`src/rtl/pfc_pkg.sv`:
```
package pfc_pkg;

  typedef enum logic [2:0] {
    ST_IDLE   = 3'd0,
    ST_GRACE  = 3'd1,
    ST_STORE  = 3'd2,
    ST_RECALL = 3'd3,
    ST_DOWN   = 3'd4
  } pfc_state_e;

  // states in which the controller owns the memory
  function automatic logic is_busy(input pfc_state_e st);
    return (st == ST_GRACE) || (st == ST_STORE) || (st == ST_RECALL);
  endfunction

  function automatic int max3(input int a, input int b, input int c);
    int m;
    m = (a > b) ? a : b;
    return (m > c) ? m : c;
  endfunction

  // counter width able to hold a duration of dur cycles
  function automatic int dur_width(input int dur);
    return (dur < 2) ? 1 : $clog2(dur + 1);
  endfunction

endpackage

```
`src/rtl/pfc_timer.sv`:
```
module pfc_timer #(
  parameter int CW = 8
) (
  input  logic          clk,
  input  logic          rst_n,
  input  logic          ld_i,
  input  logic [CW-1:0] val_i,
  output logic          zero_o
);

  logic [CW-1:0] cnt_q;

  always_ff @(posedge clk or negedge rst_n) begin
    if (!rst_n)              cnt_q <= '0;
    else if (ld_i)           cnt_q <= val_i;
    else if (cnt_q != '0)    cnt_q <= cnt_q - 1'b1;
  end

  assign zero_o = (cnt_q == '0);

endmodule

```
`src/rtl/pfc_flags.sv`:
```
module pfc_flags (
  input  logic clk,
  input  logic rst_n,
  input  logic wr_ok_i,
  input  logic low_i,
  input  logic store_done_i,
  input  logic recall_done_i,
  output logic dirty_o,
  output logic pend_o
);

  // written-since-transfer: cleared by any completed transfer
  always_ff @(posedge clk or negedge rst_n) begin
    if (!rst_n)                            dirty_o <= 1'b0;
    else if (store_done_i || recall_done_i) dirty_o <= 1'b0;
    else if (wr_ok_i)                      dirty_o <= 1'b1;
  end

  // recall request: power-up counts as a deep drop
  always_ff @(posedge clk or negedge rst_n) begin
    if (!rst_n)             pend_o <= 1'b1;
    else if (low_i)         pend_o <= 1'b1;
    else if (recall_done_i) pend_o <= 1'b0;
  end

endmodule

```
`src/rtl/pfc_seq.sv`:
```
module pfc_seq
  import pfc_pkg::*;
#(
  parameter int GRACE_CYC   = 4,
  parameter int STORE_CYC   = 40,
  parameter int RESTORE_CYC = 20,
  parameter int CW          = 6
) (
  input  logic          clk,
  input  logic          rst_n,
  input  logic          vok_i,
  input  logic          vlow_i,
  input  logic          dirty_i,
  input  logic          pend_i,
  input  logic          tmr_zero_i,
  output pfc_state_e    st_o,
  output logic          ld_o,
  output logic [CW-1:0] ld_val_o,
  output logic          store_pulse_o,
  output logic          recall_pulse_o,
  output logic          store_done_o,
  output logic          recall_done_o
);

  localparam logic [CW-1:0] GRACE_LD   = CW'(GRACE_CYC - 1);
  localparam logic [CW-1:0] STORE_LD   = CW'(STORE_CYC - 1);
  localparam logic [CW-1:0] RESTORE_LD = CW'(RESTORE_CYC - 1);

  pfc_state_e st_q, st_d;

  always_comb begin
    st_d          = st_q;
    ld_o          = 1'b0;
    ld_val_o      = '0;
    store_done_o  = 1'b0;
    recall_done_o = 1'b0;
    if (vlow_i) begin
      // deep collapse wins over everything, aborts any transfer
      st_d = ST_DOWN;
    end else begin
      unique case (st_q)
        ST_IDLE: begin
          if (!vok_i) begin
            if (dirty_i) begin
              st_d     = ST_GRACE;
              ld_o     = 1'b1;
              ld_val_o = GRACE_LD;
            end else begin
              st_d = ST_DOWN;
            end
          end
        end
        ST_GRACE: begin
          if (tmr_zero_i) begin
            st_d     = ST_STORE;
            ld_o     = 1'b1;
            ld_val_o = STORE_LD;
          end
        end
        ST_STORE: begin
          if (tmr_zero_i) begin
            store_done_o = 1'b1;
            st_d         = vok_i ? ST_IDLE : ST_DOWN;
          end
        end
        ST_RECALL: begin
          if (!vok_i) begin
            st_d = ST_DOWN;
          end else if (tmr_zero_i) begin
            recall_done_o = 1'b1;
            st_d          = ST_IDLE;
          end
        end
        ST_DOWN: begin
          if (vok_i) begin
            if (pend_i) begin
              st_d     = ST_RECALL;
              ld_o     = 1'b1;
              ld_val_o = RESTORE_LD;
            end else begin
              st_d = ST_IDLE;
            end
          end
        end
        default: st_d = ST_DOWN;
      endcase
    end
  end

  always_ff @(posedge clk or negedge rst_n) begin
    if (!rst_n) begin
      st_q           <= ST_DOWN;
      store_pulse_o  <= 1'b0;
      recall_pulse_o <= 1'b0;
    end else begin
      st_q           <= st_d;
      store_pulse_o  <= (st_d == ST_STORE)  && (st_q != ST_STORE);
      recall_pulse_o <= (st_d == ST_RECALL) && (st_q != ST_RECALL);
    end
  end

  assign st_o = st_q;

endmodule

```
`src/rtl/pwr_xfer_ctrl.sv`:
```
module pwr_xfer_ctrl
  import pfc_pkg::*;
#(
  parameter int GRACE_CYC   = 4,
  parameter int STORE_CYC   = 40,
  parameter int RESTORE_CYC = 20
) (
  input  logic clk,
  input  logic rst_n,
  input  logic vok_i,
  input  logic vlow_i,
  input  logic wr_strobe_i,
  output logic store_pulse_o,
  output logic recall_pulse_o,
  output logic busy_o,
  output logic wr_inhibit_o
);

  localparam int MAX_DUR = max3(GRACE_CYC, STORE_CYC, RESTORE_CYC);
  localparam int CW      = dur_width(MAX_DUR);

  pfc_state_e    st;
  logic          ld;
  logic [CW-1:0] ld_val;
  logic          tmr_zero;
  logic          dirty;
  logic          rpend;
  logic          wr_ok;
  logic          ev_store_done;
  logic          ev_recall_done;

  assign busy_o       = is_busy(st);
  assign wr_inhibit_o = !vok_i || vlow_i || busy_o;
  assign wr_ok        = wr_strobe_i && !wr_inhibit_o;

  pfc_timer #(.CW(CW)) u_timer (
    .clk    (clk),
    .rst_n  (rst_n),
    .ld_i   (ld),
    .val_i  (ld_val),
    .zero_o (tmr_zero)
  );

  pfc_flags u_flags (
    .clk           (clk),
    .rst_n         (rst_n),
    .wr_ok_i       (wr_ok),
    .low_i         (vlow_i),
    .store_done_i  (ev_store_done),
    .recall_done_i (ev_recall_done),
    .dirty_o       (dirty),
    .pend_o        (rpend)
  );

  pfc_seq #(
    .GRACE_CYC   (GRACE_CYC),
    .STORE_CYC   (STORE_CYC),
    .RESTORE_CYC (RESTORE_CYC),
    .CW          (CW)
  ) u_seq (
    .clk            (clk),
    .rst_n          (rst_n),
    .vok_i          (vok_i),
    .vlow_i         (vlow_i),
    .dirty_i        (dirty),
    .pend_i         (rpend),
    .tmr_zero_i     (tmr_zero),
    .st_o           (st),
    .ld_o           (ld),
    .ld_val_o       (ld_val),
    .store_pulse_o  (store_pulse_o),
    .recall_pulse_o (recall_pulse_o),
    .store_done_o   (ev_store_done),
    .recall_done_o  (ev_recall_done)
  );

endmodule

```
`config.mk`:
```
export PLATFORM = sky130hd
export DESIGN_NAME = pwr_xfer_ctrl
export DESIGN_NICKNAME = d
export VERILOG_FILES = /design/src/rtl/pfc_pkg.sv /design/src/rtl/pfc_timer.sv /design/src/rtl/pfc_flags.sv /design/src/rtl/pfc_seq.sv /design/src/rtl/pwr_xfer_ctrl.sv
export SDC_FILE = /design/constraint.sdc
export NUM_CORES = 1
export LEC_CHECK = 0
export BUFFER_PORTS_ARGS = -buffer_cell sky130_fd_sc_hd__buf_2
export CAP_MARGIN = 10
export CORE_ASPECT_RATIO = 1.1
export CORE_MARGIN = 4
export CORE_UTILIZATION = 50
export CTS_BUF_LIST = sky130_fd_sc_hd__clkbuf_4
export CTS_CLUSTER_DIAMETER = 40
export DETAILED_ROUTE_END_ITERATION = 12
export HOLD_SLACK_MARGIN = 0.06
export MAX_ROUTING_LAYER = met4
export PLACE_DENSITY = 0.7
export SYNTH_ARGS = -nofsm -noshare
export SYNTH_HDL_FRONTEND = slang
export SYNTH_SLANG_ARGS = --single-unit
export TNS_END_PERCENT = 20
```
`constraint.sdc`:
```
create_clock -name clk -period 2.42 [get_ports clk]
set_input_delay 0.484 -clock clk [delete_from_list [all_inputs] [get_ports clk]]
set_output_delay 0.484 -clock clk [all_outputs]
set_load 0.005 [all_outputs]
```
# --- Yosys cells after proc, flatten, opt, wreduce, memory -nomap -nowiden ---
# Index checks and enable logic that the tools add are counted.
word_totals:
  reg_bits: 13
  latch_bits: 0
  ram_bits: 0
  rom_bits: 0
  out_inout_bits: 4
  n_memories: 0
classes:
  add_sub_neg: 1
  multipliers: 0
  div: 0
  magnitude_cmp: 0
  n_eq_ne: 8
  shift: 0
  mux: 36
  n_bitwise: 0
  reduce_logical: 16
op_table:
  columns: ["operator", "n"]
  rows:
  - ["$mux W6", 6]
  - ["$mux W3", 9]
  - ["$pmux W6 S3", 1]
  - ["$mux W1", 15]
  - ["$pmux W3 S5", 1]
  - ["$eq A3 B2 Y1 const B", 4]
  - ["$logic_not A6 Y1", 1]
  - ["$ne A3 B2 Y1 const B", 2]
  - ["$reduce_bool A2 Y1", 3]
  - ["$reduce_bool A6 Y1", 1]
  - ["$sub A6 B1 Y6 const B", 1]
  - ["$logic_or A1 B1 Y1", 5]
  - ["$mux W5", 1]
  - ["$mux W2", 2]
  - ["$eq A3 B1 Y1 const B", 1]
  - ["$eq A3 B3 Y1 const B", 1]
  - ["$logic_and A1 B1 Y1", 3]
  - ["$logic_not A3 Y1", 1]
  - ["$pmux W1 S3", 1]
  - ["$logic_not A1 Y1", 2]

# --- Longest topological paths before layout ---
logic_depth:
  depth_word: 8
  mapped_depth: 7

# --- Modules after synthesis ---
# From an unflattened synthesis, not the netlist that was laid out.
hier_totals:
  hier_cells: 94
  hier_area_um2: 862.1
by_module_without_submodules:
  columns: ["module", "instances", "cells_per_inst", "area_per_inst_um2", "seq_area_each_um2"]
  rows:
  - ["pfc_timer", 1, 40, 400.4, 150.1]
  - ["pfc_seq", 1, 44, 362.8, 126.4]
  - ["pfc_flags", 1, 6, 71.3, 51.3]
  - ["pwr_xfer_ctrl", 1, 4, 27.5, 0.0]

# --- Worst setup path after synthesis ---
# OpenSTA, ideal clock, no wires.
synth_timing:
  path_kind: "register to register"
  startpoint: "register u_timer.cnt_q[0]"
  endpoint: "register u_timer.cnt_q[4]"
  setup_ns: 0.139
  arrival_time_ns: 1.929
  path_slack_ns: 0.352
  stages_incl_launch_ff: 8
  path_buffers: 1
  cell_sequence: "dfrtp_1 > inv_1 > ha_1 > or4b_1 > clkbuf_2 > or3_1 > a211oi_2 > o22ai_1"
synth_between:
  elab_chain_len: 5
  elab_cells_between_ends: 9
synth_lines:
  columns: ["item", "line", "rtl"]
  rows:
  - ["from (decl)", "pfc_timer.sv:11", "logic [CW-1:0] cnt_q;"]
  - ["from (signal assigned)", "pfc_timer.sv:15", "else if (ld_i) cnt_q <= val_i;"]
  - ["from (signal assigned)", "pfc_timer.sv:16", "else if (cnt_q != '0) cnt_q <= cnt_q - 1'b1;"]
  - ["parallel branches: the longest is 5 deep, another holds $sub A6 B1 Y6", null, null]
# Parallel ways; which one is timed is not known. The select of a mux whose other input is x is not followed.
# A chain may end at the register's enable or synchronous reset.

# --- Final worst setup path ---
# Ends and elaborated chain as after synthesis.

==> out/metrics.yaml <==
synthCells: 86
wirelength_microns: 1480
fmax_ghz: 0.450
synth_nets: 92
grt_pass1_wl_microns: 2590
coreArea_sq_um: 1400
cts.sinks: 13
die_y_microns: 48.7
io_buffers: 8
slew_headroom_pct: 77.2
fin_worst_skew_ns: 0.00128
finalSetupViolCount: 0
die-area_sq_um: 2190
power.density_nw_per_um2: 921
criticalPathCategory: "flip-flop to flip-flop"
regArea_sq_um: 328
fin_nets: 103
cap_violations: 0
tns_ns: 0
synth_flop_cell: "dfrtp_1"
antenna_found_initial: 0
rows: 14
startpoint_type: "flip-flop"
fin_util_pct: 60.4
cp.arrival_ns: 2.37
power_switching_share_pct: 36.3
die_x_microns: 45.0
endpoint_kind: "flip-flop"
yosys.area.top_type_share_pct: 36.5
yosys.area.top_type: "dfrtp_1"
hold_class: "input port to async pin"
ant_nets: 0
p_seq_share_pct: 44.4
grt_pass1_vias: 595
drcViolationCount: 0
start_util_pct: 53.7
r2r-start: "u_timer.cnt_q[0]"
cts-root-buf: "clkbuf_4"
worstPathRequired_ns: 2.57
cts_setup_buffers: 0
rrSetupSlack_ns: 0.20
leakage_nw: 0.389
grt_max_degree: 14
fillCellCount: 122
synth_cell_types: 33
yosys_warnings: 0
cts_tree: "done"
grt.overflow.total: 0
yosysMostFrequentCell: "dfrtp_1"
drive_gt1_share_pct: 19.8
crit_fanout: 7
hpwl_microns: 1090
power.switching_uw: 283
clockPowerShare_pct: 18.9
clock_latency_ns: 0.28
post-route-min-period_ns: 2.22
peakVddDrop_v: 0.000608
io_pins: 9
ctsHoldBuffers: 0
status: "completed"
vias: 648
cts_made_buffers: 3
reg2reg_to: "u_timer.cnt_q[4]"
multi_input_area_sq_um: 379
synth_seq_cells: 13
cts_max_level: 1
final_area_sq_um: 846
worstRegToRegCells: 6
postSynthAreaPerCell_sq_um: 8.76
p_int_uw: 496
wl_per_cell_microns: 13.2
diodes: 0
slew_violations: 0
gr-usage-all-layers_pct: 16.7
combinationalPowerShare_pct: 36.7
netlist_area_sq_um: 753
ys_top_cells_by_count: "11 x dfrtp_1, 8 x nor2_1, 7 x inv_1, 7 x nand2_1, 5 x nand2b_1"
gp_congestion: 0.870
drt-vias-per-instance: 5.79
clkTransAtPathRegs_ns: 0.08
synth_edf_count: 0
cts_buffer_depth: 2
grt_setup_unrepaired: "false"
ctsResizeCount: 0
fin_hold_ws_ns: 0.0678
drt-initial-drc-count: 12
worstMarginPinSlew_ns: 0.342
synthArstFlopShare_pct: 100
first_pass_iters: 4
synthToLayoutAreaGrowth_pct: 12.3
ys_top_cells_by_area: "dfrtp_1 37%, dfstp_2 7.0%, nand2b_1 4.2%, nor2_1 4.0%, inv_1 3.5%"
fin_crit_sh_pct: 91.7
hold_viol: 0
place_area_sq_um: 816
yosysSeqAreaShare_pct: 43.5
-- metal layers --
layer | up-vias | routed length (microns) | track usage, %
met4 | 0 | 50 | 11.7
met3 | 5 | 80 | 3.70
met2 | 18 | 638 | 22.2
met5 | - | 0 | -
met1 | 297 | 711 | 21.9
li1 | 328 | - | -
-- through the flow --
step,setup slack (ns),power [mW],instances
global route,0.0594,0.851,112
detailed placement,0.212,0.636,108
floorplan,0.352,0.559,86
global placement,0.272,0.632,108
CTS,0.188,0.786,112
finish,0.200,0.779,112
-- cells in the final DEF (no fill, tap or decap), types with 2 or more instances in the layout --
master	n
o31ai_1	3
buf_4	3
nand2_1	7
o21ai_0	4
inv_1	7
dfrtp_1	11
nor2_1	8
clkbuf_4	4
o22ai_1	3
a21oi_1	4
nor3_1	2
nand2b_1	5
dfstp_2	2
xnor2_1	3
nand3_1	2
buf_2	8
or3_1	3
-- critical path, cell delays in order (launching register included) --
cell and delay, ns:
dfrtp_1 0.38, inv_1 0.09, ha_1 0.21, or4b_1 0.56, or3_1 0.40, a211oi_2 0.33, o22ai_1 0.13
-- cell families (layout without fill, tap and decap cells) --
group                    Yosys count  after routing  share of synthesized area (%)
buffers and inverters             12             22                           6.15
AO/OA/AOI/OAI                     24             24                           22.4
AND/OR/NAND/NOR                   33             33                           22.8
XOR/XNOR                           3              3                           3.49
adder cells (fa/ha/maj)            1              1                           1.66
flip-flops                        13             13                           43.5
-- sequential cells by signal, summed over array words and instances (netlist names) --
signal / count
u_flags.pend_o: 1
u_seq.store_pulse_o: 1
u_timer.cnt_q: 6
u_seq.recall_pulse_o: 1
u_seq.st_o: 3
u_flags.dirty_o: 1
-- worst max path at each step --
stage / startpoint / to / slack [ns] / cells after the start
2_1_floorplan: u_timer.cnt_q[0] / u_timer.cnt_q[4] / 0.35 / 7
3_3_place_gp: u_timer.cnt_q[0] / u_timer.cnt_q[4] / 0.27 / 6
3_5_place_dp: u_timer.cnt_q[0] / u_timer.cnt_q[4] / 0.21 / 6
4_1_cts: u_timer.cnt_q[0] / u_timer.cnt_q[4] / 0.19 / 6
5_1_grt: u_timer.cnt_q[0] / u_timer.cnt_q[4] / 0.06 / 6
6_report: u_timer.cnt_q[0] / u_timer.cnt_q[4] / 0.20 / 6
-- power groups by stage --
| stage | combinational [mW] | sequential, mW | clock (mW) |
|---|---|---|---|
| after detailed placement | 0.287 | 0.349 | 0 |
| after floorplan | 0.238 | 0.321 | 0 |
| after global placement | 0.283 | 0.349 | 0 |
| after global routing | 0.323 | 0.361 | 0.166 |
| final | 0.286 | 0.346 | 0.148 |
| after CTS | 0.288 | 0.345 | 0.153 |
-- layout make-up --
class | count | share of cell area [%]
multi-input combinational | 61 | 44.8
sequential | 13 | 38.8
timing repair buffer | 11 | 7.40
clock buffer | 4 | 3.55
inverter | 7 | 3.11
tap | 16 | 2.37
Note: power is estimated with default switching activity, not from simulation.
